<file path="config.mk">
export PLATFORM = sky130hd
export DESIGN_NAME = qenc_counter
export DESIGN_NICKNAME = d
export VERILOG_FILES = /design/src/rtl/qenc_pkg.sv /design/src/rtl/qenc_sync.sv /design/src/rtl/qenc_decode.sv /design/src/rtl/qenc_core.sv /design/src/rtl/qenc_counter.sv
export SDC_FILE = /design/constraint.sdc
export NUM_CORES = 1
export LEC_CHECK = 0
export BUFFER_PORTS_ARGS = -buffer_cell sky130_fd_sc_hd__buf_2
export CORE_MARGIN = 3
export CORE_UTILIZATION = 56
export DETAILED_ROUTE_END_ITERATION = 10
export PLACE_DENSITY = 0.78
export RECOVER_POWER = 50
export SLEW_MARGIN = 20
export SYNTH_ARGS = -nofsm -noshare
export SYNTH_HDL_FRONTEND = slang
export SYNTH_SLANG_ARGS = --single-unit
</file>
<file path="constraint.sdc">
create_clock -name clk -period 4.1 [get_ports clk]
set_clock_uncertainty 0.05 [all_clocks]
set_input_delay 0.205 -clock clk [delete_from_list [all_inputs] [get_ports clk]]
set_output_delay 0.205 -clock clk [all_outputs]
set_load 0.02 [all_outputs]
</file>
<file path="src/rtl/qenc_pkg.sv">
package qenc_pkg;
  typedef enum logic [1:0] {
    STEP_NONE = 2'd0,
    STEP_UP   = 2'd1,
    STEP_DN   = 2'd2
  } step_e;
endpackage

</file>
<file path="src/rtl/qenc_sync.sv">
module qenc_sync #(
  parameter int WIDTH  = 2,
  parameter int STAGES = 2
) (
  input  logic             clk,
  input  logic             rst_n,
  input  logic [WIDTH-1:0] din,
  output logic [WIDTH-1:0] dout
);
  for (genvar i = 0; i < WIDTH; i++) begin : g_bit
    logic [STAGES-1:0] chain_q;
    logic [STAGES-1:0] chain_d;

    always_comb begin
      chain_d = {chain_q[STAGES-2:0], din[i]};
    end

    always_ff @(posedge clk or negedge rst_n) begin
      if (!rst_n) chain_q <= '0;
      else        chain_q <= chain_d;
    end

    assign dout[i] = chain_q[STAGES-1];
  end
endmodule

</file>
<file path="src/rtl/qenc_decode.sv">
module qenc_decode
  import qenc_pkg::*;
(
  input  logic  clk,
  input  logic  rst_n,
  input  logic  a_s,
  input  logic  b_s,
  input  logic  inv_a,
  input  logic  inv_b,
  output step_e step
);
  // Previous raw levels; inversion is applied to both sides of the
  // comparison so a polarity change alone never looks like an edge.
  logic prev_a_q, prev_b_q;
  logic ea_cur, eb_prev;
  logic chg_a, chg_b;

  always_comb begin
    ea_cur  = a_s ^ inv_a;
    eb_prev = prev_b_q ^ inv_b;
    chg_a   = a_s ^ prev_a_q;
    chg_b   = b_s ^ prev_b_q;
    step    = STEP_NONE;
    if (chg_a ^ chg_b) begin
      step = (ea_cur ^ eb_prev) ? STEP_UP : STEP_DN;
    end
  end

  always_ff @(posedge clk or negedge rst_n) begin
    if (!rst_n) begin
      prev_a_q <= 1'b0;
      prev_b_q <= 1'b0;
    end else begin
      prev_a_q <= a_s;
      prev_b_q <= b_s;
    end
  end
endmodule

</file>
<file path="src/rtl/qenc_core.sv">
module qenc_core
  import qenc_pkg::*;
#(
  parameter int CNT_W = 32
) (
  input  logic             clk,
  input  logic             rst_n,
  input  step_e            step,
  input  logic             cnt_we,
  input  logic             arr_we,
  input  logic             stat_we,
  input  logic [CNT_W-1:0] wdata,
  input  logic             cap_strobe,
  output logic [CNT_W-1:0] cnt_q,
  output logic [CNT_W-1:0] arr_q,
  output logic [CNT_W-1:0] cap_q,
  output logic             flag_q,
  output logic             dir_q
);
  localparam logic [CNT_W-1:0] CNT_ZERO = '0;
  localparam logic [CNT_W-1:0] CNT_ONE  = {{(CNT_W-1){1'b0}}, 1'b1};

  logic [CNT_W-1:0] cnt_d;
  logic             cnt_en;
  logic             flag_d;
  logic             flag_en;
  logic             dir_d;
  logic             dir_en;
  logic             wrap;
  logic             clr_req;

  always_comb begin
    cnt_d = cnt_q;
    wrap  = 1'b0;
    if (cnt_we) begin
      cnt_d = wdata;
    end else begin
      unique case (step)
        STEP_UP: begin
          if (cnt_q == arr_q) begin
            cnt_d = CNT_ZERO;
            wrap  = 1'b1;
          end else begin
            cnt_d = cnt_q + CNT_ONE;
          end
        end
        STEP_DN: begin
          if (cnt_q == CNT_ZERO) begin
            cnt_d = arr_q;
            wrap  = 1'b1;
          end else begin
            cnt_d = cnt_q - CNT_ONE;
          end
        end
        default: cnt_d = cnt_q;
      endcase
    end
    cnt_en = cnt_we || (step != STEP_NONE);
  end

  always_comb begin
    clr_req = stat_we && !wdata[0];
    flag_d  = wrap ? 1'b1 : (clr_req ? 1'b0 : flag_q);
    flag_en = wrap || clr_req;
    dir_en  = (step != STEP_NONE);
    dir_d   = (step == STEP_DN);
  end

  always_ff @(posedge clk or negedge rst_n) begin
    if (!rst_n) begin
      cnt_q  <= '0;
      arr_q  <= '1;
      cap_q  <= '0;
      flag_q <= 1'b0;
      dir_q  <= 1'b0;
    end else begin
      if (cnt_en)     cnt_q  <= cnt_d;
      if (arr_we)     arr_q  <= wdata;
      if (cap_strobe) cap_q  <= cnt_q;
      if (flag_en)    flag_q <= flag_d;
      if (dir_en)     dir_q  <= dir_d;
    end
  end
endmodule

</file>
<file path="src/rtl/qenc_counter.sv">
module qenc_counter
  import qenc_pkg::*;
#(
  parameter int CNT_W       = 32,
  parameter int SYNC_STAGES = 2,
  parameter int RST_STAGES  = 2
) (
  input  logic             clk,
  input  logic             rst_n,
  input  logic             enc_a,
  input  logic             enc_b,
  input  logic             inv_a,
  input  logic             inv_b,
  input  logic             remap_en,
  input  logic             cnt_we,
  input  logic             arr_we,
  input  logic             stat_we,
  input  logic [CNT_W-1:0] wdata,
  input  logic             cap_strobe,
  output logic [CNT_W-1:0] cnt_rd,
  output logic [CNT_W-1:0] arr_val,
  output logic [CNT_W-1:0] cap_val,
  output logic             upd_flag,
  output logic             dir_down
);
  localparam int MSB = CNT_W - 1;

  // Reset: asynchronous assertion, synchronous release.
  logic [RST_STAGES-1:0] rst_pipe_q;
  logic                  rst_sync_n;

  always_ff @(posedge clk or negedge rst_n) begin
    if (!rst_n) rst_pipe_q <= '0;
    else        rst_pipe_q <= {rst_pipe_q[RST_STAGES-2:0], 1'b1};
  end
  assign rst_sync_n = rst_pipe_q[RST_STAGES-1];

  logic [1:0] enc_sync;
  logic       a_s, b_s;
  step_e      step;
  logic [CNT_W-1:0] cnt_q;
  logic       flag_q;

  qenc_sync #(.WIDTH(2), .STAGES(SYNC_STAGES)) u_sync (
    .clk   (clk),
    .rst_n (rst_sync_n),
    .din   ({enc_b, enc_a}),
    .dout  (enc_sync)
  );
  assign a_s = enc_sync[0];
  assign b_s = enc_sync[1];

  qenc_decode u_dec (
    .clk   (clk),
    .rst_n (rst_sync_n),
    .a_s   (a_s),
    .b_s   (b_s),
    .inv_a (inv_a),
    .inv_b (inv_b),
    .step  (step)
  );

  qenc_core #(.CNT_W(CNT_W)) u_core (
    .clk        (clk),
    .rst_n      (rst_sync_n),
    .step       (step),
    .cnt_we     (cnt_we),
    .arr_we     (arr_we),
    .stat_we    (stat_we),
    .wdata      (wdata),
    .cap_strobe (cap_strobe),
    .cnt_q      (cnt_q),
    .arr_q      (arr_val),
    .cap_q      (cap_val),
    .flag_q     (flag_q),
    .dir_q      (dir_down)
  );

  assign upd_flag = flag_q;

  always_comb begin
    cnt_rd = cnt_q;
    if (remap_en) cnt_rd[MSB] = flag_q;
  end
endmodule

</file>
== Yosys cells after proc, flatten, opt, wreduce, memory -nomap -nowiden ==
Cells that the tools add are included.

* Flip-flop bits (word level): 106
* Latch bits: 0
* RAM bits: 0
* ROM bits: 0
* Bits of input ports: 43
* Output and inout port bits: 98
* Word-level logic and storage cells: 44
* Memories: 0

* $add $sub $neg: 2
* Multipliers: 0
* Divide/modulo/power cells: 0
* $lt $le $gt $ge: 0
* Equality and inequality tests: 3
* Shift-type cells: 0
* Muxes and demuxes: 13
* Bitwise operators: 6
* Reduce and logical (&&, ||, !) cells: 10

{| class="wikitable"
|+ Operators with widths
! operator !! number
|-
| $mux 32 || 3
|-
| $pmux 32 s2 || 1
|-
| $add 32x1->32 const B || 1
|-
| $eq 32x32->1 || 1
|-
| $logic_not 32->1 || 1
|-
| $sub 32x1->32 const B || 1
|-
| $mux 1 || 6
|-
| $xor 1x1->1 || 6
|-
| $mux 2 || 2
|-
| $reduce_and 2->1 || 2
|-
| $reduce_bool 2->1 || 2
|-
| $reduce_bool 3->1 || 1
|-
| $eq 2x1->1 const B || 1
|-
| $eq 2x2->1 const B || 1
|-
| $logic_or 1x1->1 || 2
|-
| $pmux 1 s2 || 1
|-
| $logic_and 1x1->1 || 1
|-
| $logic_not 1->1 || 1
|}

== Longest topological paths before layout ==
* Depth after elaboration: 9
* Gate-level depth with buffers: 10
* Gate-level depth less buffers: 8

== Cells and area by module ==
From an unflattened synthesis, not the netlist that was laid out.

* Cell total of the unflattened synthesis: 691
* Area total of the unflattened synthesis: 6,620.1 µm²

{| class="wikitable"
|+ By module, submodules not included
! module !! instances !! cells each !! area an instance (µm²) !! seq. area each (µm²)
|-
| qenc_core || 1 || 668 || 6,314.8 || 2,492.4
|-
| qenc_decode || 1 || 13 || 121.4 || 50.0
|-
| qenc_sync || 1 || 6 || 115.1 || 100.1
|-
| qenc_counter || 1 || 4 || 68.8 || 50.0
|}

== Worst setup path after synthesis ==
No wires, ideal clock.

* Kind: register to register
* Start: register u_core.cnt_q[0]
* End: register u_core.cnt_q[28]
* Setup time: 104 ps
* Arrival: 2,399 ps
* Data required time: 3,946 ps
* Setup slack: 1,547 ps
* Cell stages (with the launch flop): 11
* Buffers on the path: 2
* Period minus slack after synthesis: 2,553 ps
* Cells stage by stage: dfrtp_1 bufbuf_16 inv_1 ha_1 nor4b_1 and2_1 buf_2 nor4bb_1 xnor2_1 a211o_1 o311ai_1

* Longest elaborated chain between the ends: 4
* Elaborated cells on any way between the ends: 8
* Those cells by class: 2 x add/sub; 1 x eq/ne; 4 x mux; 1 x reduce/logical

{| class="wikitable"
|+ Ends and longest elaborated chain
! item !! RTL line !! RTL
|-
| start, declared || qenc_core.sv:14 || <nowiki>output logic [CNT_W-1:0] cnt_q,</nowiki>
|-
| start signal, assigned || qenc_core.sv:77 || <nowiki>if (cnt_en) cnt_q <= cnt_d;</nowiki>
|-
| $sub 32x1->32 (tied with other cells) || qenc_core.sv:52 || <nowiki>cnt_d = cnt_q - CNT_ONE;</nowiki>
|-
| $mux 32, on equally long branches || qenc_core.sv:48, qenc_core.sv:40 ||
|-
| $pmux 32 s2 (*) || qenc_core.sv:38 || <nowiki>unique case (step)</nowiki>
|-
| $mux 32 (*) || qenc_core.sv:35 || <nowiki>if (cnt_we) begin</nowiki>
|}

Mark *: on every way between the ends. The rest lies on a longest branch, timed or not.
A chain may end at the register's enable or synchronous reset.

== Worst setup path after layout ==
* Start: register u_core.cnt_q[8]
* End: register u_core.cnt_q[30]

The elaborated chain is that of the path after synthesis.

==> impl_metrics.yaml <==
placed_design:
  pre_cts_ws_ns: 1.11
  place_hpwl_um: 14200
  port_buffers: 140
  gp_congestion: 0.943
global_route:
  overflow: 0
  grt_pass1_vias: 5778
  grt_usage: 0.292
  grt_pass1_wl_um: 32200
  antenna_found_initial: 0
  grt_max_degree: 71
pwr:
  powerDensity_nw_per_um2: 481
  ir_drop_v: 0.000312
  power.total_mw: 3.73
  leakage_nw: 3.11
synth:
  async_flop_share: 1.00
  synth_edf_count: 0
  ys_warn_count: 0
  synthCells: 721
  ys.flop_type: "dfrtp_1"
  synth_compound_area_frac: 0.122
  yosys.area_share.simple: 0.172
  synthMuxAreaShare: 0.116
  syn-num-nets: 767
  seq_area_frac_synth: 0.384
  synth_xor_area_frac: 0.108
  synth_cell_types: 76
  synth_area_sq_um: 7000
  synth_fa_ha_area_frac: 0.00536
  ys_seq_elements: 106
  syn-mean-instance-area_sq_um: 9.71
  synth_top_family_by_area: "simple AND/OR/NAND/NOR gates"
clock_tree:
  clk_latency_ns: 0.35
  cts_made_buffers: 9
  cts_root_buffer: "clkbuf_16"
  cts_resized: 0
  path_clk_slew_ns: 0.07
  cts_sinks: 106
  htree_levels: 3
  cts_tree: "done"
  clk_path_buf_depth: 2
  postCtsSetupRepairBufs: 0
floorplanning:
  die-area_sq_um: 13900
  die_h_um: 118
  core_sq_um: 12100
  start_util: 0.578
  row_count: 40
  dieWidth_um: 118
  io_pins: 141
drt:
  routedWlPerCell_um: 21.3
  first_pass_iters: 5
  drt-total-wl_um: 20500
  ant_nets: 0
  drt_iter0_markers: 479
  drc: 0
  route.vias.total: 5899
  routed_via_density: 6.13
run_status:
  status: "finished with violations"
  violations: "capacitance limit, slew limit"
layout:
  final_common_cell: "buf_2"
  postLayoutCoreUtil: 0.639
  area_growth_pct: 10.5
  drive_above_1_share: 0.322
  fin_nets: 836
  final_cell_mix: "buf_2 (103), dfrtp_1 (74), mux2_2 (65), xor2_1 (63), nor2_1 (47)"
  antennaDiodeCount: 0
sta:
  fin_setup_tns_ns: 0
  max-slew-margin-rel: -0.845
  rsz0062_at_grt: "false"
  setup_viol: 0
  drv_slew: 137
  holdWs_ns: 0.0448
  fin_crit_ns: 3.04
  worst_slack_ns: 1.06
  tightestPinTransition_ns: 2.77
  hold_violations: 0
  timing.final.crit_share: 0.741
  fmax_mhz: 329
job:
  cap_violations: 3
setup_path:
  cp-start-kind: "flip-flop"
  path_max_fanout: 12
  critical_path_arrival_ns: 3.22
  end_kind: "flip-flop"
  cp.required_ns: 4.28
  crit_type: "reg -> reg"
  startpoint: "u_core.cnt_q[8]"
  r2r_start: "u_core.cnt_q[8]"
  ff2ff_setup_slack_ns: 1.06
min_path:
  hold_path.class: "in -> reg"
  hp-start: "wdata[4]"
-- metrics by stage --
| step | std cells | area (sq um) |
|---|---|---|
| after floorplan | 721 | 7000 |
| after global placement | 944 | 7440 |
| after detailed placement | 944 | 7440 |
| after CTS | 963 | 7790 |
| after global routing | 963 | 7740 |
| final | 963 | 7740 |
-- worst paths after layout --
check,cells after the start,to
max,7,u_core.cnt_q[30]
min in group asynchronous,2,rst_pipe_q[0]
min reg2reg,0,u_sync.g_bit[1].chain_q[1]
max reg2reg,7,u_core.cnt_q[30]
max in group asynchronous,1,u_core.arr_q[14]
min,2,u_core.cnt_q[4]
-- layer usage --
layer,GRT usage,vias to the layer above,share of wire
li1,-,2676,-
met1,0.391,2914,0.43
met2,0.476,269,0.48
met3,0.0514,40,0.070
met4,0.108,0,0.023
met5,0,-,0
-- worst max-delay path, stage by stage (launching register included) --
cell and delay (ns):
dfrtp_1 0.55, nor4_2 0.67, and3_1 0.44, nand4_2 0.35
buf_4 0.28, o211ai_1 0.15, a21oi_1 0.05, or3_1 0.36
-- area by class of cell --
type,count,area [sq um]
fillers,1061,4370
multi-input cells,505,3670
flip-flops and latches,106,2690
repair buffers,160,812
clock buffers,11,243
well taps,168,210
clock inverters,5,77.6
inverters,8,30.0
-- power by group --
group | internal, mW | switching [mW] | leakage, nW
clock | 0.550 | 0.392 | 0.156
sequential | 1.25 | 0.344 | 1.19
combinational | 0.479 | 0.710 | 1.77
total | 2.28 | 1.45 | 3.11
-- sequential cells by signal, summed over array words and instances, names as in the netlist, 2 cells and up --
name / count
rst_pipe_q: 2
u_core.arr_q: 32
u_core.cap_q: 32
u_core.cnt_q: 32
u_sync.g_bit.chain_q: 4
-- kinds of logic after synthesis --
family	Yosys count
mux	73
other cells	1
flops	106
simple gates	220
fa+ha+maj	3
buf+inv	110
compound gates	122
xor+xnor	86
-- what timing repair did --
item / in CTS / in global routing
endpoints found under the hold margin: 4 / 0
hold buffers: 3 / 0
setup endpoints to repair: 0 / 0
-- Yosys cell counts (3+ instances only) --
| cell type | n | area [sq um] |
|---|---|---|
| nand3_1 | 28 | 140 |
| and3_1 | 9 | 56.3 |
| nor4_1 | 15 | 93.8 |
| buf_2 | 9 | 45.0 |
| mux2_2 | 65 | 732 |
| or3_2 | 3 | 22.5 |
| clkbuf_1 | 42 | 158 |
| o21ai_0 | 34 | 170 |
| dfrtp_1 | 74 | 1850 |
| o211a_1 | 3 | 30.0 |
| or3_1 | 13 | 81.3 |
| clkbuf_8 | 3 | 41.3 |
| buf_1 | 8 | 30.0 |
| o31ai_1 | 5 | 37.5 |
| nand4_1 | 18 | 113 |
| buf_6 | 3 | 33.8 |
| a31oi_1 | 5 | 31.3 |
| nor2_1 | 48 | 180 |
| buf_4 | 33 | 248 |
| o21a_1 | 10 | 75.1 |
| o221a_2 | 5 | 56.3 |
| dfstp_2 | 32 | 841 |
| xnor2_1 | 23 | 201 |
| o211ai_1 | 11 | 82.6 |
| a2bb2oi_1 | 5 | 43.8 |
| xor2_1 | 63 | 552 |
| a211oi_1 | 13 | 97.6 |
| inv_1 | 7 | 26.3 |
| ha_1 | 3 | 37.5 |
| a21oi_1 | 11 | 55.1 |
| mux2i_1 | 8 | 80.1 |
| nor3_1 | 17 | 85.1 |
| nand2_1 | 39 | 146 |
(Power assumes the default switching activity.)
